$ cat src/rtl/dtx_pkg.sv
// Shared types for the delayed-transaction lock tracker.
// Assumes: a single delayed-request slot.
package dtx_pkg;
    typedef enum logic [1:0] {
        ST_IDLE        = 2'd0,
        ST_PENDING     = 2'd1,
        ST_READY       = 2'd2,
        ST_LOCKED_IDLE = 2'd3
    } dtx_state_e;
endpackage

$ cat src/rtl/dtx_req_hold.sv
// Latches the fields of the request that was retried first, and compares
// each later attempt against them.
// Assumes: capture_i is high only on the cycle a request is enqueued.
module dtx_req_hold #(
    parameter int ADDR_W = 32,
    parameter int CMD_W  = 4,
    parameter int BE_W   = 4
) (
    input  logic              clk,
    input  logic              rst_n,
    input  logic              capture_i,
    input  logic [ADDR_W-1:0] addr_i,
    input  logic [CMD_W-1:0]  cmd_i,
    input  logic [BE_W-1:0]   be_i,
    input  logic              lock_i,
    input  logic              relax_i,
    output logic [ADDR_W-1:0] hold_addr_o,
    output logic [CMD_W-1:0]  hold_cmd_o,
    output logic [BE_W-1:0]   hold_be_o,
    output logic              hold_lock_o,
    output logic              match_o
);
    // Latch the request fields when the controller enqueues a request.
    always_ff @(posedge clk) begin
        if (!rst_n) begin
            hold_addr_o <= '0;
            hold_cmd_o  <= '0;
            hold_be_o   <= '0;
            hold_lock_o <= 1'b0;
        end else if (capture_i) begin
            hold_addr_o <= addr_i;
            hold_cmd_o  <= cmd_i;
            hold_be_o   <= be_i;
            hold_lock_o <= lock_i;
        end
    end

    // Field compare; in relaxed mode the lock flag is left out.
    always_comb begin
        match_o = (addr_i == hold_addr_o) && (cmd_i == hold_cmd_o) &&
                  (be_i == hold_be_o) && (relax_i || (lock_i == hold_lock_o));
    end
endmodule

$ cat src/rtl/dtx_discard_timer.sv
// Counts cycles while a completion is held and flags the last cycle of
// the 2^CNT_W window.
// Assumes: run_i drops for at least one cycle between two held completions.
module dtx_discard_timer #(
    parameter int CNT_W = 15
) (
    input  logic clk,
    input  logic rst_n,
    input  logic run_i,
    output logic expire_o
);
    logic [CNT_W-1:0] cnt_q;

    // Count while running; restart from zero whenever idle.
    always_ff @(posedge clk) begin
        if (!rst_n || !run_i) cnt_q <= '0;
        else                  cnt_q <= cnt_q + 1'b1;
    end

    // Expiry flag on the final cycle of the window.
    always_comb expire_o = run_i && (&cnt_q);
endmodule

$ cat src/rtl/dtx_lock_target.sv
// Target-side controller for one delayed transaction with exclusive
// access tracking. It retries the first attempt, launches it to the back
// end, holds the completion and hands it to a matching repeat. A locked
// request locks the target as soon as it is enqueued.
// Assumes: req_valid_i is a one-cycle decoded strobe per bus attempt;
// be_done_i is asserted only while a request is outstanding.
module dtx_lock_target
    import dtx_pkg::*;
#(
    parameter int ADDR_W    = 32,
    parameter int CMD_W     = 4,
    parameter int BE_W      = 4,
    parameter int DATA_W    = 32,
    parameter int DISCARD_W = 15
) (
    input  logic              clk,
    input  logic              rst_n,
    input  logic              req_valid_i,
    input  logic [ADDR_W-1:0] req_addr_i,
    input  logic [CMD_W-1:0]  req_cmd_i,
    input  logic [BE_W-1:0]   req_be_i,
    input  logic              req_lock_i,
    input  logic              relax_lock_i,
    input  logic              lock_release_i,
    output logic              be_launch_o,
    output logic [ADDR_W-1:0] be_addr_o,
    output logic [CMD_W-1:0]  be_cmd_o,
    output logic [BE_W-1:0]   be_be_o,
    input  logic              be_done_i,
    input  logic [DATA_W-1:0] be_rdata_i,
    output logic              retry_o,
    output logic              complete_o,
    output logic [DATA_W-1:0] rdata_o,
    output logic              locked_o
);
    dtx_state_e        state_q, state_d;
    logic              locked_q, locked_d;
    logic              capture;
    logic              launch_q;
    logic [DATA_W-1:0] rdata_q;
    logic              match;
    logic              hold_lock;
    logic              expire;

    dtx_req_hold #(.ADDR_W(ADDR_W), .CMD_W(CMD_W), .BE_W(BE_W)) u_hold (
        .clk        (clk),
        .rst_n      (rst_n),
        .capture_i  (capture),
        .addr_i     (req_addr_i),
        .cmd_i      (req_cmd_i),
        .be_i       (req_be_i),
        .lock_i     (req_lock_i),
        .relax_i    (relax_lock_i),
        .hold_addr_o(be_addr_o),
        .hold_cmd_o (be_cmd_o),
        .hold_be_o  (be_be_o),
        .hold_lock_o(hold_lock),
        .match_o    (match)
    );

    dtx_discard_timer #(.CNT_W(DISCARD_W)) u_timer (
        .clk     (clk),
        .rst_n   (rst_n),
        .run_i   (state_q == ST_READY),
        .expire_o(expire)
    );

    // Next state, lock state and the answer to the current attempt.
    always_comb begin
        state_d  = state_q;
        locked_d = locked_q;
        capture  = 1'b0;
        retry_o  = 1'b0;
        complete_o = 1'b0;
        case (state_q)
            ST_IDLE: begin
                if (req_valid_i) begin
                    retry_o  = 1'b1;
                    capture  = 1'b1;
                    locked_d = req_lock_i;
                    state_d  = ST_PENDING;
                end
            end
            ST_PENDING: begin
                retry_o = req_valid_i;
                if (be_done_i) state_d = ST_READY;
            end
            ST_READY: begin
                if (req_valid_i && match) begin
                    complete_o = 1'b1;
                    state_d    = hold_lock ? ST_LOCKED_IDLE : ST_IDLE;
                end else begin
                    retry_o = req_valid_i;
                    if (expire) begin
                        state_d  = ST_IDLE;
                        locked_d = 1'b0;
                    end
                end
            end
            ST_LOCKED_IDLE: begin
                if (req_valid_i) begin
                    retry_o = 1'b1;
                    if (req_lock_i) begin
                        capture = 1'b1;
                        state_d = ST_PENDING;
                    end
                end else if (lock_release_i) begin
                    state_d  = ST_IDLE;
                    locked_d = 1'b0;
                end
            end
            default: state_d = ST_IDLE;
        endcase
    end

    // State, lock and launch registers.
    always_ff @(posedge clk) begin
        if (!rst_n) begin
            state_q  <= ST_IDLE;
            locked_q <= 1'b0;
            launch_q <= 1'b0;
        end else begin
            state_q  <= state_d;
            locked_q <= locked_d;
            launch_q <= capture;
        end
    end

    // Hold back-end read data when the completion arrives.
    always_ff @(posedge clk) begin
        if (!rst_n)                                   rdata_q <= '0;
        else if (state_q == ST_PENDING && be_done_i)  rdata_q <= be_rdata_i;
    end

    assign be_launch_o = launch_q;
    assign locked_o    = locked_q;
    assign rdata_o     = complete_o ? rdata_q : '0;

    AST_LAUNCH_AFTER_RETRY: assert property (@(posedge clk) disable iff (!rst_n)
        be_launch_o |-> $past(retry_o));
    AST_COMPLETE_SINGLE: assert property (@(posedge clk) disable iff (!rst_n)
        complete_o |=> !complete_o);
    AST_LOCK_ON_ENQUEUE: assert property (@(posedge clk) disable iff (!rst_n)
        (state_q == ST_IDLE && req_valid_i && req_lock_i) |=> (locked_o && state_q == ST_PENDING));
    AST_NO_FOREIGN_ENQUEUE: assert property (@(posedge clk) disable iff (!rst_n)
        (locked_o && req_valid_i && !req_lock_i) |=> !be_launch_o);
    AST_DISCARD_UNLOCK: assert property (@(posedge clk) disable iff (!rst_n)
        (expire && !(req_valid_i && match)) |=> (state_q == ST_IDLE && !locked_o));
    AST_ONE_ANSWER: assert property (@(posedge clk) disable iff (!rst_n)
        req_valid_i |-> $countones({retry_o, complete_o}) == 1);
    AST_QUIET_NO_REQ: assert property (@(posedge clk) disable iff (!rst_n)
        !req_valid_i |-> !(retry_o || complete_o));
endmodule

$ cat config.mk
export PLATFORM = sky130hd
export DESIGN_NAME = dtx_lock_target
export DESIGN_NICKNAME = d
export VERILOG_FILES = /design/src/rtl/dtx_pkg.sv /design/src/rtl/dtx_req_hold.sv /design/src/rtl/dtx_discard_timer.sv /design/src/rtl/dtx_lock_target.sv
export SDC_FILE = /design/constraint.sdc
export NUM_CORES = 1
export LEC_CHECK = 0
export CORE_MARGIN = 2
export CORE_UTILIZATION = 35
export DETAILED_ROUTE_END_ITERATION = 16
export GPL_ROUTABILITY_DRIVEN = 0
export PLACE_DENSITY_LB_ADDON = 0.05
export SETUP_SLACK_MARGIN = 0.3
export SLEW_MARGIN = 30
export SYNTH_ARGS = -nofsm -noshare
export SYNTH_HDL_FRONTEND = slang
export SYNTH_SLANG_ARGS = --single-unit
$ cat constraint.sdc
create_clock -name clk -period 2.9 [get_ports clk]
set_input_delay 0.58 -clock clk [delete_from_list [all_inputs] [get_ports clk]]
set_output_delay 0.58 -clock clk [all_outputs]
set_load 0.1 [all_outputs]
==> flow_summary.json, run 1 <==
{
  "status": "finished, violations left",
  "failed_checks": "negative setup slack",
  "synth.yosys.warnings": 0,
  "worstHoldPathType": "reg -> reg",
  "grt_antenna_before_repair": 2,
  "numPlacedInstances": 804,
  "grt_pass1_vias": 3904,
  "vdd.ir_drop.worst_mv": 0.523,
  "die_height_microns": 114,
  "part_of_the_total_power_dissipated_in_the_clock_network": 0.206,
  "slew_viol_final": 0,
  "rr_endpoint": "locked_o",
  "hold_violations": 0,
  "clk_transition_reported_paths_ps": 60,
  "layout.cells.non_filler": 833,
  "pleak_nw": 2.76,
  "vias": 3914,
  "grtUsageTotal": 0.189,
  "io_pins": 155,
  "synth_enable_flop_cells": 0,
  "maxClockFrequency_mhz": 337,
  "dominant_combinational_cell_family_by_area_after_synthesis": "simple AND/OR/NAND/NOR gates",
  "remaining_drc_errors": 0,
  "placement.setup.worst_slack_ps": -449,
  "timing.critical_path.arrival_ps": 2390,
  "worst-endpoint-required_ps": 2320,
  "power.sequential.fraction": 0.333,
  "power_per_cell_area_nw_per_um2": 747,
  "design.die.area_sq_um": 13100,
  "maxCapViolCount": 0,
  "post-route-worst-setup-slack_ps": -69.5,
  "post_synth_mux_area_share": 0,
  "clock_sinks": 92,
  "hold_path_startpoint": "u_timer.cnt_q[0]",
  "hold_depth": 1,
  "wire_per_inst_microns": 14.3,
  "rr_worst_depth": 11,
  "pwr_total_mw": 5.21,
  "post-synth-top-area-fraction": 0.432,
  "yosys.area_share.adder": 0.0147,
  "cts.htree.levels": 3,
  "final_report_setup_violation_count": 24,
  "startpoint": "req_addr_i[4]",
  "seq_area_frac_synth": 0.432,
  "power.internal_mw": 2.85,
  "post_synth_num_cell_types": 33,
  "drt_pre_antenna_iters": 4,
  "finish.net_count": 763,
  "total_congestion_overflow": 0,
  "element_type_at_the_critical_path_end": "primary output",
  "power.switching_fraction": 0.452,
  "floorplan.initialDensity": 0.357,
  "yosys.area_share.simple": 0.256,
  "synth-async-reset-ratio": 0,
  "yosys.area_share.xor_xnor": 0.109,
  "floorplan.core_area_sq_um": 12000,
  "ys_seq_elements": 92,
  "final_cell_area_sq_um": 6980,
  "critPathLaunchType": "primary input",
  "max_slew_margin": 0.617,
  "clock-skew-final_ps": 5.99,
  "layout.core_utilization": 0.583,
  "ctsRootBufferMaster": "clkbuf_16",
  "syn-instance-count": 516,
  "first_iter_violations": 142,
  "critPathTopFamily": "simple AND/OR/NAND/NOR gates",
  "insertion_delay_ps": 340,
  "cts-buffers-inserted": 9,
  "synth_area_leaders": "dfxtp_1, nand2_1, a21boi_1",
  "worst-r2r-setup-slack_ps": 700,
  "switching_power_mw": 2.36,
  "cts_tree": "done",
  "finalHoldWorstSlack_ps": 443,
  "clk_path_buf_depth": 2,
  "dominantRegCellSynth": "dfxtp_1",
  "placement.io_buffers": 154,
  "yosysTopAreaCell": "dfxtp_1",
  "min_period_over_period": 1.02,
  "cts-hold-fix-buffers": 0,
  "critical-path-top-cell-by-count": "and2_4",
  "path_cells": "buf_2 > xnor2_2 > nand4_1 > nor4_2 > and2_4 > and4_4 > buf_6 > buf_16 > and2_4 > buf_12",
  "syn-mean-instance-area_sq_um": 8.27,
  "criticalPathCategory": "in -> out",
  "worst_pin_slew_ps": 574,
  "worst_r2r_startpoint": "u_hold.hold_addr_o[10]",
  "detail_route.wirelength_microns": 11900,
  "route.detailed.vias_per_inst": 4.70,
  "drive_gt1_frac": 0.354,
  "die_x_microns": 114,
  "global_route_wire_length_before_repair_microns": 19300,
  "critical-path-max-stage-delay_ps": 340,
  "syn_nets": 600,
  "power_frac_comb": 0.461,
  "setup_repair_after_global_routing_missed_its_margin": "yes",
  "dpl_cell_area_sq_um": 6530,
  "critical_path_peak_fanout": 7,
  "timing.final.crit_period_ps": 2970,
  "postRouteAntennaNets": 0,
  "synth-compound-area-share": 0.152,
  "tns_ps": -1190,
  "cp.buffers_inverters": 4,
  "syn2layout_area_growth_pct": 63.4,
  "hpwl_microns": 8610,
  "cpMaxStageDelayCell": "nor4_2",
  "synthesis.area_sq_um": 4270,
  "placementRows": 40,
  "largest_net_degree_at_the_start_of_global_routing": 50,
  "worst_hold_path.endpoint": "u_timer.cnt_q[0]"
}
[Yosys cell counts, drive strengths merged (5+ instances only)]
library cell,count
nand2,154
dfxtp,92
a21boi,73
xnor2,45
and2,36
clkbuf,23
nor2,16
nand4,13
inv,8
xor2,8
nand3,7
buf,6
ha,5
[worst register-to-register path, cell delays in order (launching register included)]
cell	delay [ps]
dfxtp_4	360
xnor2_2	140
nand4_1	160
nor4_2	330
and2_4	190
and4_4	250
buf_12	130
buf_16	110
buf_4	90
buf_4	100
nor4_1	40
o21a_1	170
[final cells by class]
| type | instances | area, sq um |
|---|---|---|
| Fill cell | 1066 | 4990 |
| Multi-Input combinational cell | 387 | 2510 |
| Tap cell | 147 | 184 |
| Antenna cell | 2 | 5.00 |
| Timing Repair Buffer | 181 | 1990 |
| Clock buffer | 14 | 258 |
| Clock inverter | 2 | 10.0 |
| Sequential cell | 92 | 1990 |
| Inverter | 8 | 30.0 |
[registers in the layout, indices dropped and copies added, names as in the netlist, 2 cells and up]
signal,count
rdata_q,32
u_timer.cnt_q,15
u_hold.hold_addr_o,32
u_hold.hold_cmd_o,4
u_hold.hold_be_o,4
state_q,2
[per-layer routing]
metal  GRT usage  wire length, microns  vias to the layer above
li1            -                     -                     2009
met1       0.227                  5250                     1812
met2       0.319                  5810                       82
met3      0.0529                   677                       11
met4      0.0756                   189                        0
met5           0                     0                        -
[layout by cell type, fill, tap and decap left out, types with 13 or more instances in the layout]
master           instances
xnor2_2                 16
buf_4                   58
nand2_1                154
nand4_1                 13
nor2_1                  15
dfxtp_4                 40
a21boi_1                73
xnor2_1                 28
dfxtp_1                 52
buf_2                   20
and2_4                  33
buf_12                  39
clkdlybuf4s50_1         37
[repair_timing]
item	in CTS	in global routing
cloned	3	0
pin swaps	44	13
resized for setup	130	15
endpoints found under the setup margin	34	34
setup buffers	7	1
[worst max-delay path by stage]
stage                        to  depth (start not counted)
detailed placement  rdata_o[31]                          9
floorplan           rdata_o[22]                          8
CTS                 rdata_o[25]                          9
global placement     rdata_o[0]                          9
global route        rdata_o[23]                          9
finish              rdata_o[23]                         10
[power groups by stage]
| stage | combinational [mW] | sequential, mW | clock, mW |
|---|---|---|---|
| floorplan | 0.760 | 2.74 | 0 |
| global placement | 2.37 | 1.74 | 0 |
| detailed placement | 2.40 | 1.75 | 0 |
| CTS | 2.42 | 1.74 | 1.11 |
| global route | 2.56 | 1.77 | 1.16 |
| finish | 2.40 | 1.74 | 1.07 |
[kinds of logic (layout without fill, tap and decap cells)]
family | after synthesis | in the layout
compound gates | 88 | 88
xor+xnor | 53 | 53
fa+ha+maj | 5 | 5
buf+inv | 37 | 205
flops | 92 | 92
other cells | 0 | 2
simple gates | 241 | 241
No activity file was read; power rests on OpenSTA's default activity.
==> inputs of run 2 (changes only) <==
CTS_CLUSTER_DIAMETER = 100   (was not set)
CTS_CLUSTER_SIZE = 40   (was not set)
==> results of run 2 <==
The final DEF is identical to that of run 1; final timing and power are the same.
==> inputs of run 3 (changes only) <==
CORE_ASPECT_RATIO = 0.5   (was not set)
SKIP_CTS_REPAIR_TIMING = 1   (was not set)
==> run 3 against run 2 <==
  * The run still ends with negative setup slack left
  * Clock power grew 17%
  * Via count shrank 0.89%
  * First-iteration DRC count grew 0.70%
  * Critical path depth is the same
  * Count of clock-buffer cells in the layout shrank 2
  * Critical path type unchanged
  * Die area grew 0.41%
  * Register-to-register slack lost 150 ps
  * Highest routed layer unchanged
  * Maximum frequency shrank 2.6%
  * Clock skew grew 3.4 ps
==> flow_summary.json, run 3 (synthesis gave the netlist of run 1 again) <==
{
  "critPathLaunchType": "primary input",
  "timing.final.crit_period_ps": 3050,
  "total_congestion_overflow": 0,
  "final_report_setup_violation_count": 33,
  "insertion_delay_ps": 340,
  "io_pins": 155,
  "hpwl_microns": 8040,
  "largest_net_degree_at_the_start_of_global_routing": 47,
  "failed_checks": "negative setup slack",
  "finish.net_count": 757,
  "vdd.ir_drop.worst_mv": 0.472,
  "numPlacedInstances": 821,
  "placement.io_buffers": 154,
  "cts-buffers-inserted": 9,
  "ctsRootBufferMaster": "clkbuf_16",
  "maxCapViolCount": 0,
  "rr_worst_depth": 11,
  "first_iter_violations": 143,
  "min_period_over_period": 1.05,
  "route.detailed.vias_per_inst": 4.60,
  "pleak_nw": 2.93,
  "grt_antenna_before_repair": 1,
  "die_x_microns": 160,
  "die_height_microns": 82.1,
  "drive_gt1_frac": 0.317,
  "nFillCells": 1103,
  "detail_route.wirelength_microns": 11700,
  "drt_pre_antenna_iters": 4,
  "global_route_wire_length_before_repair_microns": 17700,
  "worst-endpoint-required_ps": 2320,
  "finalHoldWorstSlack_ps": 452,
  "placementRows": 28,
  "clock_sinks": 92,
  "hold_depth": 2,
  "grt_pass1_vias": 3517,
  "cts_tree": "done",
  "setup_repair_after_global_routing_missed_its_margin": "yes",
  "power_per_cell_area_nw_per_um2": 755,
  "vias": 3879,
  "worst_pin_slew_ps": 481,
  "timing.critical_path.arrival_ps": 2470,
  "clk_path_buf_depth": 2,
  "worstHoldPathType": "reg -> reg",
  "placement.setup.worst_slack_ps": -512,
  "floorplan.initialDensity": 0.360,
  "design.die.area_sq_um": 13100,
  "slew_viol_final": 0,
  "final_cell_mix": "nand2_1, a21boi_1, buf_4",
  "wire_per_inst_microns": 13.9,
  "maxClockFrequency_mhz": 328,
  "syn2layout_area_growth_pct": 65.6,
  "postRouteAntennaNets": 0,
  "clk_transition_reported_paths_ps": 70,
  "critical_path_peak_fanout": 8,
  "post-route-worst-setup-slack_ps": -149,
  "remaining_drc_errors": 0,
  "multi_input_comb_area_sq_um": 2490,
  "pwr_total_mw": 5.34,
  "criticalPathCategory": "in -> out",
  "reg.largest.list": "rdata_q (32), u_hold.hold_addr_o (32), u_timer.cnt_q (15)",
  "tns_ps": -3170,
  "layout.cells.non_filler": 844,
  "element_type_at_the_critical_path_end": "primary output",
  "cts.htree.levels": 3,
  "clock-skew-final_ps": 9.42,
  "max_slew_margin": 0.680,
  "grtUsageTotal": 0.170,
  "floorplan.core_area_sq_um": 11800,
  "status": "finished, violations left",
  "ff_latch_area_sq_um": 1990,
  "hold_violations": 0,
  "layout.cells.most_common": "nand2_1"
}
[run 3: path summary, 6_finish.rpt]
path,startpoint,end,slack (ps)
setup / recovery,req_addr_i[10],rdata_o[28],-150
hold / removal,rdata_q[28],rdata_q[28],450
setup reg to reg,u_hold.hold_addr_o[3],locked_o,550
hold reg to reg,rdata_q[28],rdata_q[28],450
[run 3: metal layers]
layer  global-route usage  up-vias  part of all wire
met5                    0        -                 0
li1                     -     1995                 -
met1                0.209     1787              0.48
met3               0.0626        6             0.058
met4               0.0324        0            0.0049
met2                0.291       91              0.46
[run 3: area by class of cell]
class / instances / share of cell area
multi-input combinational: 387 / 0.352
timing repair buffer: 175 / 0.287
sequential: 92 / 0.282
clock buffer: 12 / 0.0381
tap: 165 / 0.0292
clock inverter: 4 / 0.00743
inverter: 8 / 0.00425
antenna: 1 / 0.000354
[run 3: critical path, cell delays in order]
cell       delay [ps]
clkbuf_2          110
xnor2_2           150
nand4_1           230
nor4_4            360
and2_4            200
and4_4            250
clkbuf_16         150
buf_8             120
and2_4            150
buf_12            160
[run 3: stage by stage]
stage | instance area, sq um | util
2_1_floorplan | 4540 | -
5_1_grt | 7070 | 0.597
6_report | 7070 | 0.597
3_5_place_dp | 6500 | 0.549
3_3_place_gp | 6500 | 0.549
4_1_cts | 6830 | 0.576
[run 3: power breakdown]
part	switching, mW	internal [mW]
combinational	1.69	0.662
clock	0.495	0.752
sequential	0.190	1.54
total	2.38	2.96
